===== src/rtl/evtimer_pkg.sv =====
package evtimer_pkg;
    typedef enum logic {
        ST_IDLE = 1'b0,
        ST_RUN  = 1'b1
    } tmr_state_e;

    // bit positions inside the event-enable vector
    localparam int EN_START_TXB = 0;
    localparam int EN_START_TXE = 1;
    localparam int EN_STOP_RXB  = 2;
    localparam int EN_STOP_RXE  = 3;
    localparam int EN_W         = 4;
endpackage


===== src/rtl/evtimer_trigsel.sv =====
module evtimer_trigsel
    import evtimer_pkg::*;
(
    input  logic [EN_W-1:0] trig_en_i,
    input  logic            start_now_i,
    input  logic            stop_now_i,
    input  logic            tx_begin_i,
    input  logic            tx_end_i,
    input  logic            rx_begin_i,
    input  logic            rx_end_i,
    output logic            start_hit_o,
    output logic            stop_hit_o
);
    localparam int NSRC = 3;

    logic [NSRC-1:0] start_src;
    logic [NSRC-1:0] stop_src;

    // source 0 is the host strobe, sources 1..2 are gated frame events
    always_comb begin
        start_src[0] = start_now_i;
        start_src[1] = tx_begin_i & trig_en_i[EN_START_TXB];
        start_src[2] = tx_end_i   & trig_en_i[EN_START_TXE];
        stop_src[0]  = stop_now_i;
        stop_src[1]  = rx_begin_i & trig_en_i[EN_STOP_RXB];
        stop_src[2]  = rx_end_i   & trig_en_i[EN_STOP_RXE];
    end

    assign start_hit_o = |start_src;
    assign stop_hit_o  = |stop_src;
endmodule


===== src/rtl/evtimer_prescale.sv =====
module evtimer_prescale #(
    parameter int PRE_W = 5
) (
    input  logic             clk_i,
    input  logic             rst_ni,
    input  logic             en_i,
    input  logic             clr_i,
    input  logic [PRE_W-1:0] sel_i,
    output logic             tick_o
);
    // wide enough to hold 2^(2^PRE_W - 1) - 1
    localparam int CW = (1 << PRE_W) - 1;

    logic [CW-1:0] pre_q;
    logic [CW-1:0] lim;

    // divide by 2^sel; at the top setting the shift wraps to zero and the limit becomes all ones
    always_comb lim = (CW'(1) << sel_i) - CW'(1);

    assign tick_o = en_i && (pre_q == lim);

    always_ff @(posedge clk_i) begin
        if (!rst_ni) begin
            pre_q <= '0;
        end else if (!en_i || clr_i) begin
            pre_q <= '0;
        end else if (tick_o) begin
            pre_q <= '0;
        end else begin
            pre_q <= pre_q + CW'(1);
        end
    end

    // after a tick the phase restarts, so two ticks in a row need sel = 0
    assert_tick_spacing_R2: assert property (@(posedge clk_i) disable iff (!rst_ni)
        (en_i && $past(en_i) && $past(tick_o) && (sel_i != '0)) |-> !tick_o);
endmodule


===== src/rtl/evtimer_fsm.sv =====
module evtimer_fsm
    import evtimer_pkg::*;
#(
    parameter int CNT_W = 8
) (
    input  logic             clk_i,
    input  logic             rst_ni,
    input  logic             start_hit_i,
    input  logic             stop_hit_i,
    input  logic             tick_i,
    input  logic             auto_i,
    input  logic [CNT_W-1:0] reload_i,
    output logic [CNT_W-1:0] count_o,
    output logic             running_o,
    output logic             irq_o
);
    tmr_state_e       state_q, state_d;
    logic [CNT_W-1:0] count_q;
    logic             irq_q;
    logic             expire;

    assign expire = (state_q == ST_RUN) && tick_i && (count_q == '0);

    // next-state logic: stop > start > expiry
    always_comb begin
        state_d = state_q;
        unique case (state_q)
            ST_IDLE: begin
                if (!stop_hit_i && start_hit_i) state_d = ST_RUN;     // T_START
            end
            ST_RUN: begin
                if (stop_hit_i)                 state_d = ST_IDLE;    // T_STOP
                else if (start_hit_i)           state_d = ST_RUN;     // T_RESTART
                else if (expire && !auto_i)     state_d = ST_IDLE;    // T_EXPIRE
                else                            state_d = ST_RUN;     // T_RELOAD or counting
            end
        endcase
    end

    always_ff @(posedge clk_i) begin
        if (!rst_ni) state_q <= ST_IDLE;
        else         state_q <= state_d;
    end

    // registered outputs: count and interrupt pulse
    always_ff @(posedge clk_i) begin
        if (!rst_ni) begin
            count_q <= '0;
            irq_q   <= 1'b0;
        end else begin
            irq_q <= 1'b0;
            if (stop_hit_i) begin
                count_q <= count_q;
            end else if (start_hit_i) begin
                count_q <= reload_i;
            end else if (state_q == ST_RUN && tick_i) begin
                if (expire) begin
                    irq_q <= 1'b1;
                    if (auto_i) count_q <= reload_i;
                end else begin
                    count_q <= count_q - CNT_W'(1);
                end
            end
        end
    end

    assign count_o   = count_q;
    assign running_o = (state_q == ST_RUN);
    assign irq_o     = irq_q;

    assert_start_loads_R1: assert property (@(posedge clk_i) disable iff (!rst_ni)
        (start_hit_i && !stop_hit_i) |=> (running_o && count_o == $past(reload_i)));

    assert_stop_quiet_R4: assert property (@(posedge clk_i) disable iff (!rst_ni)
        stop_hit_i |=> (!running_o && !irq_o && $stable(count_o)));

    assert_decrement_R2: assert property (@(posedge clk_i) disable iff (!rst_ni)
        (running_o && tick_i && !start_hit_i && !stop_hit_i && count_o != '0)
        |=> count_o == $past(count_o) - CNT_W'(1));

    assert_irq_origin_R5: assert property (@(posedge clk_i) disable iff (!rst_ni)
        irq_o |-> ($past(running_o) && $past(tick_i) && $past(count_o) == '0));

    assert_irq_running_R6: assert property (@(posedge clk_i) disable iff (!rst_ni)
        irq_o |-> (running_o == $past(auto_i)));

    assert_idle_hold_R9: assert property (@(posedge clk_i) disable iff (!rst_ni)
        (!running_o && !start_hit_i) |=> $stable(count_o));
endmodule


===== src/rtl/evtimer_top.sv =====
module evtimer_top
    import evtimer_pkg::*;
#(
    parameter int CNT_W = 8,
    parameter int PRE_W = 5
) (
    input  logic             clk_i,
    input  logic             rst_ni,
    input  logic [CNT_W-1:0] reload_i,
    input  logic [PRE_W-1:0] prescale_i,
    input  logic [EN_W-1:0]  trig_en_i,
    input  logic             auto_reload_i,
    input  logic             start_now_i,
    input  logic             stop_now_i,
    input  logic             tx_begin_i,
    input  logic             tx_end_i,
    input  logic             rx_begin_i,
    input  logic             rx_end_i,
    output logic [CNT_W-1:0] count_o,
    output logic             running_o,
    output logic             expire_irq_o
);
    logic start_hit, stop_hit, tick;

    evtimer_trigsel u_trig (
        .trig_en_i   (trig_en_i),
        .start_now_i (start_now_i),
        .stop_now_i  (stop_now_i),
        .tx_begin_i  (tx_begin_i),
        .tx_end_i    (tx_end_i),
        .rx_begin_i  (rx_begin_i),
        .rx_end_i    (rx_end_i),
        .start_hit_o (start_hit),
        .stop_hit_o  (stop_hit)
    );

    evtimer_prescale #(.PRE_W(PRE_W)) u_pre (
        .clk_i  (clk_i),
        .rst_ni (rst_ni),
        .en_i   (running_o),
        .clr_i  (start_hit),
        .sel_i  (prescale_i),
        .tick_o (tick)
    );

    evtimer_fsm #(.CNT_W(CNT_W)) u_fsm (
        .clk_i       (clk_i),
        .rst_ni      (rst_ni),
        .start_hit_i (start_hit),
        .stop_hit_i  (stop_hit),
        .tick_i      (tick),
        .auto_i      (auto_reload_i),
        .reload_i    (reload_i),
        .count_o     (count_o),
        .running_o   (running_o),
        .irq_o       (expire_irq_o)
    );
endmodule


===== config.mk =====
export PLATFORM = sky130hd
export DESIGN_NAME = evtimer_top
export DESIGN_NICKNAME = d
export VERILOG_FILES = /design/src/rtl/evtimer_pkg.sv /design/src/rtl/evtimer_trigsel.sv /design/src/rtl/evtimer_prescale.sv /design/src/rtl/evtimer_fsm.sv /design/src/rtl/evtimer_top.sv
export SDC_FILE = /design/constraint.sdc
export NUM_CORES = 1
export LEC_CHECK = 0
export BUFFER_PORTS_ARGS = -buffer_cell sky130_fd_sc_hd__buf_4
export CORE_ASPECT_RATIO = 0.9
export CORE_UTILIZATION = 60
export CTS_BUF_LIST = sky130_fd_sc_hd__clkbuf_4 sky130_fd_sc_hd__clkbuf_8 sky130_fd_sc_hd__clkbuf_16
export CTS_CLUSTER_SIZE = 20
export DETAILED_ROUTE_END_ITERATION = 6
export MAX_ROUTING_LAYER = met4
export PLACE_DENSITY = 0.81
export REMOVE_ABC_BUFFERS = 1
export SLEW_MARGIN = 15
export SYNTH_ARGS = -nofsm -noshare
export SYNTH_HDL_FRONTEND = slang
export SYNTH_HIERARCHICAL = 1
export SYNTH_SLANG_ARGS = --single-unit

===== constraint.sdc =====
create_clock -name clk_i -period 4.6 [get_ports clk_i]
set_input_delay 0.92 -clock clk_i [delete_from_list [all_inputs] [get_ports clk_i]]
set_output_delay 0.92 -clock clk_i [all_outputs]
set_load 0.01 [all_outputs]

==> impl_summary.log <==
[metrics] result of the run: finished clean
[metrics] maximum clock insertion buffer count: 2
[metrics] kind of critical path: input port to flip-flop
[metrics] signed area change from the synthesized netlist to the final layout: 9.66%
[metrics] total clock buffers created by CTS: 5
[metrics] post-route design area: 3950 um2
[metrics] grt total ovfl: 0
[metrics] Resized cells post-CTS: 0
[metrics] simple-gate share of the synthesized area: 38.1%
[metrics] DP Worst Slack: 0.313 ns
[metrics] total setup violations reported at the end of the flow: 0
[metrics] worst IR drop on VDD: 0.000147 V
[metrics] share of synthesized area spent on multiplexers: 2.26%
[metrics] total die area: 6310 um2
[metrics] number of hold violations in the final report: 0
[metrics] TritonCTS clock tree: yes
[metrics] post-synthesis cell type count: 78
[metrics] number of sinks driven by the clock tree: 41
[metrics] minimum clock period: 4.03 ns
[metrics] total I/O pin count: 36
[metrics] number of nets in the layout: 473
[metrics] mean area per synthesized cell: 8.47 um2
[metrics] type of element launching the critical path: input port
[metrics] post-synthesis share of cell area spent on xor and xnor gates: 11.9%
[metrics] CP cell instances: buf_4, nor4_4, nand2_2, ha_1, and2_1, a21oi_1, a2bb2oi_1, xnor2_1, nor4b_1, nand4_1, nor4_1, buf_4, and4b_4, a31oi_4, o2111ai_2, o211ai_1
[metrics] Diodes inserted: 0
[metrics] final weighted congestion in routability-driven placement: 0.921
[metrics] Root Buffer Master: sky130_fd_sc_hd__clkbuf_8
[metrics] post-route ant nets: 0
[metrics] total power draw: 868 uW
[metrics] clock transition time at the flip-flop clock pins of the worst setup and hold paths: 0.09 ns
[metrics] Tcrit/Tclk final: 87.5%
[metrics] Worst setup EP type: flip-flop
[metrics] fraction of final layout cells sized beyond drive strength 1: 24.8%
[metrics] buffer count from post-CTS setup fixing: 0
[metrics] die boundary height: 75.5 um
[metrics] ys async rst share: 0%
[metrics] final standard cell count with taps included and fillers excluded: 514
[metrics] initial cell density of the core: 62.9%
[metrics] setup TNS after final layout: 0 ns
[metrics] post-synth design cell area: 3600 um2
[metrics] Fmax: 0.248 GHz
[metrics] initial antenna violation count: 0
[metrics] ratio of total power to cell area: 220 nW/um2
[metrics] Clock Latency Late Sink: 0.30 ns
[metrics] worst reg2reg setup slack: 1.54 ns
[metrics] Cell Area, Placed: 3830 um2
[metrics] number of global-route vias before repair: 2,888
[metrics] fill count: 463
[metrics] number of instances in the synthesized netlist: 425
[metrics] cells on worst reg2reg path: 10
[metrics] placeable core region: 5730 um2
[metrics] worst slew pin tran: 0.962 ns
[metrics] dominant synthesized flop cell: sky130_fd_sc_hd__dfxtp_1
[metrics] Crit path top cell by count: sky130_fd_sc_hd__buf_4
[metrics] stage delay of the slowest cell on the critical path: 0.33 ns
[metrics] core occupancy in the finished layout: 68.9%
[metrics] launching element of the worst setup path: prescale_i[4]
[metrics] YS warnings: 6
[metrics] global-route usage over all layers: 28.7%
[metrics] count of port buffers added during placement: 35
[metrics] number of cells traversed by the worst hold path: 2
[metrics] post-DR vias/cell: 6.58
[metrics] hold-fix buffers at CTS: 0
[metrics] FF-to-FF End: u_fsm/count_o[0]$_SDFFE_PN0P_
[metrics] slowest CP cell: sky130_fd_sc_hd__nor4_1
[metrics] Worst Skew: 0.00969 ns
[metrics] Max-slew headroom: 35.9%
[metrics] worst flop-to-flop path startpoint: u_pre/pre_q[13]$_SDFF_PP0_
[metrics] Arr. time, crit path: 4.20 ns
[metrics] number of synthesized flops with an enable pin: 0
[metrics] Total Routed Length: 8.79 mm
[metrics] max-cap viol count: 0
[metrics] leakage power of the design: 1.32 nW
[metrics] sequential fraction of the synthesis area: 22.8%
[metrics] largest fanout on the critical path: 13
[metrics] Iteration-0 DRC Markers: 238
[metrics] worst min-delay path startpoint: u_fsm/count_o[6]$_SDFFE_PN0P_
[metrics] first-pass GRT wire length: 14.1 mm
[metrics] number of rows created at floorplan: 26
[metrics] RSZ-0062 raised after global routing: no
[metrics] hpwl dp: 6.28 mm
[metrics] post-synthesis share of cell area spent on full adders, half adders and majority gates: 1.39%
[metrics] total of flip-flops plus latches after synthesis: 41
[metrics] dominant combinational cell family by area after synthesis: simple AND/OR/NAND/NOR gates
[metrics] number of remaining DRC errors: 0
[metrics] number of vias after detailed routing: 3,382
[metrics] die width: 83.6 um
[metrics] Final Slew Violations: 0
[metrics] Post-Place Cells: 506
[metrics] end point of the worst hold path: u_fsm/count_o[6]$_SDFFE_PN0P_
[metrics] crit path setup slack, layout: 0.575 ns
[metrics] Critical Path RT: 4.78 ns
[metrics] Avg WL per Cell: 17.1 um
[metrics] complex-gate fraction of the synthesized area: 16.3%
[metrics] H-Tree Level Count: 2
[metrics] worst hold margin: 0.524 ns
[metrics] Pre-Repair DR Iteration Count: 5
[metrics] worst min-delay path category: flip-flop to flip-flop
[metrics] largest net degree at the start of global routing: 36
==> cells in the final DEF (no fill, tap or decap), drive strengths merged, types with 8 or more instances in the layout <==
master / count
nor4: 36
o21ai: 17
nand3: 28
nor3: 13
xor2: 24
inv: 14
dfxtp: 41
and3: 8
nand2: 32
nand4: 11
nor2: 21
xnor2: 25
buf: 45
a21oi: 16
==> power breakdown <==
| group | leakage [nW] | internal [mW] | switching, mW |
|---|---|---|---|
| clock network | 0.0588 | 0.169 | 0.136 |
| logic | 0.928 | 0.0820 | 0.109 |
| registers | 0.331 | 0.361 | 0.0108 |
==> routing by layer <==
layer	wire, um	part of all wire [%]	up-vias	track usage, %
li1	-	-	1621	-
met5	0	0	-	-
met2	4040	46	146	45.3
met4	178	2.0	0	10.4
met1	4000	45	1593	38.4
met3	573	6.5	22	3.25
==> worst max-delay path: cells and delay by family <==
kind	cells	cell delay, ns
buf+inv	2	0.31
simple gates	7	1.67
fa+ha+maj	1	0.32
xor+xnor	1	0.11
compound gates	5	0.87
==> registers in the layout, summed over array words and instances, names as in the netlist <==
signal	count
u_fsm/irq_o	1
u_pre/pre_q	31
u_fsm/count_o	8
u_fsm/running_o	1
==> cell usage after synthesis, types with 4 or more instances <==
master / number / area share [%]
sky130_fd_sc_hd__dfxtp_1: 41 / 23
sky130_fd_sc_hd__nand2_1: 29 / 3.0
sky130_fd_sc_hd__nand3_1: 28 / 3.9
sky130_fd_sc_hd__nor4_2: 26 / 9.0
sky130_fd_sc_hd__xnor2_1: 25 / 6.1
sky130_fd_sc_hd__xor2_1: 24 / 5.8
sky130_fd_sc_hd__clkbuf_1: 16 / 1.7
sky130_fd_sc_hd__nor2_1: 16 / 1.7
sky130_fd_sc_hd__a21oi_1: 15 / 2.1
sky130_fd_sc_hd__inv_1: 14 / 1.5
sky130_fd_sc_hd__o21ai_0: 13 / 1.8
sky130_fd_sc_hd__nand4_1: 11 / 1.9
sky130_fd_sc_hd__nor3_1: 10 / 1.4
sky130_fd_sc_hd__buf_2: 9 / 1.3
sky130_fd_sc_hd__and3_1: 8 / 1.4
sky130_fd_sc_hd__nor4_1: 8 / 1.4
sky130_fd_sc_hd__buf_6: 7 / 2.2
sky130_fd_sc_hd__mux2i_1: 7 / 1.9
sky130_fd_sc_hd__nor2b_1: 7 / 1.2
sky130_fd_sc_hd__and2_1: 6 / 1.0
sky130_fd_sc_hd__nor2_2: 5 / 0.87
sky130_fd_sc_hd__o22ai_1: 5 / 0.87
sky130_fd_sc_hd__a31oi_1: 4 / 0.70
sky130_fd_sc_hd__and4_1: 4 / 0.97
sky130_fd_sc_hd__ha_1: 4 / 1.4
sky130_fd_sc_hd__nand4b_1: 4 / 0.97
sky130_fd_sc_hd__o211ai_1: 4 / 0.83
==> how the worst max path moves through the flow <==
stage          cells past startpoint                            end  slack (ns)
2_1_floorplan                     10     u_pre/pre_q[10]$_SDFF_PP0_       -0.18
3_3_place_gp                      15  u_fsm/count_o[0]$_SDFFE_PN0P_        0.33
3_5_place_dp                      15  u_fsm/count_o[0]$_SDFFE_PN0P_        0.31
4_1_cts                           16  u_fsm/count_o[0]$_SDFFE_PN0P_        0.60
5_1_grt                           16  u_fsm/count_o[0]$_SDFFE_PN0P_        0.29
6_report                          16  u_fsm/count_o[0]$_SDFFE_PN0P_        0.57
==> layout make-up <==
class                   instances  area, um2  share of cell area, %
flip-flops and latches         41        821                   20.8
clock buffers                   6       76.3                   1.93
clock inverters                 2       38.8                  0.983
multi-input cells             336       2520                   63.9
well taps                      70       87.6                   2.22
repair buffers                 45        350                   8.87
inverters                      14       52.6                   1.33
==> cells by family (layout without fill, tap and decap cells) <==
| group | Yosys count | count (layout) |
|---|---|---|
| compound gates | 80 | 80 |
| buf+inv | 48 | 67 |
| simple gates | 195 | 195 |
| xor+xnor | 49 | 49 |
| flops | 41 | 41 |
| mux | 8 | 8 |
| fa+ha+maj | 4 | 4 |
Note: power is estimated with default switching activity, not from simulation.
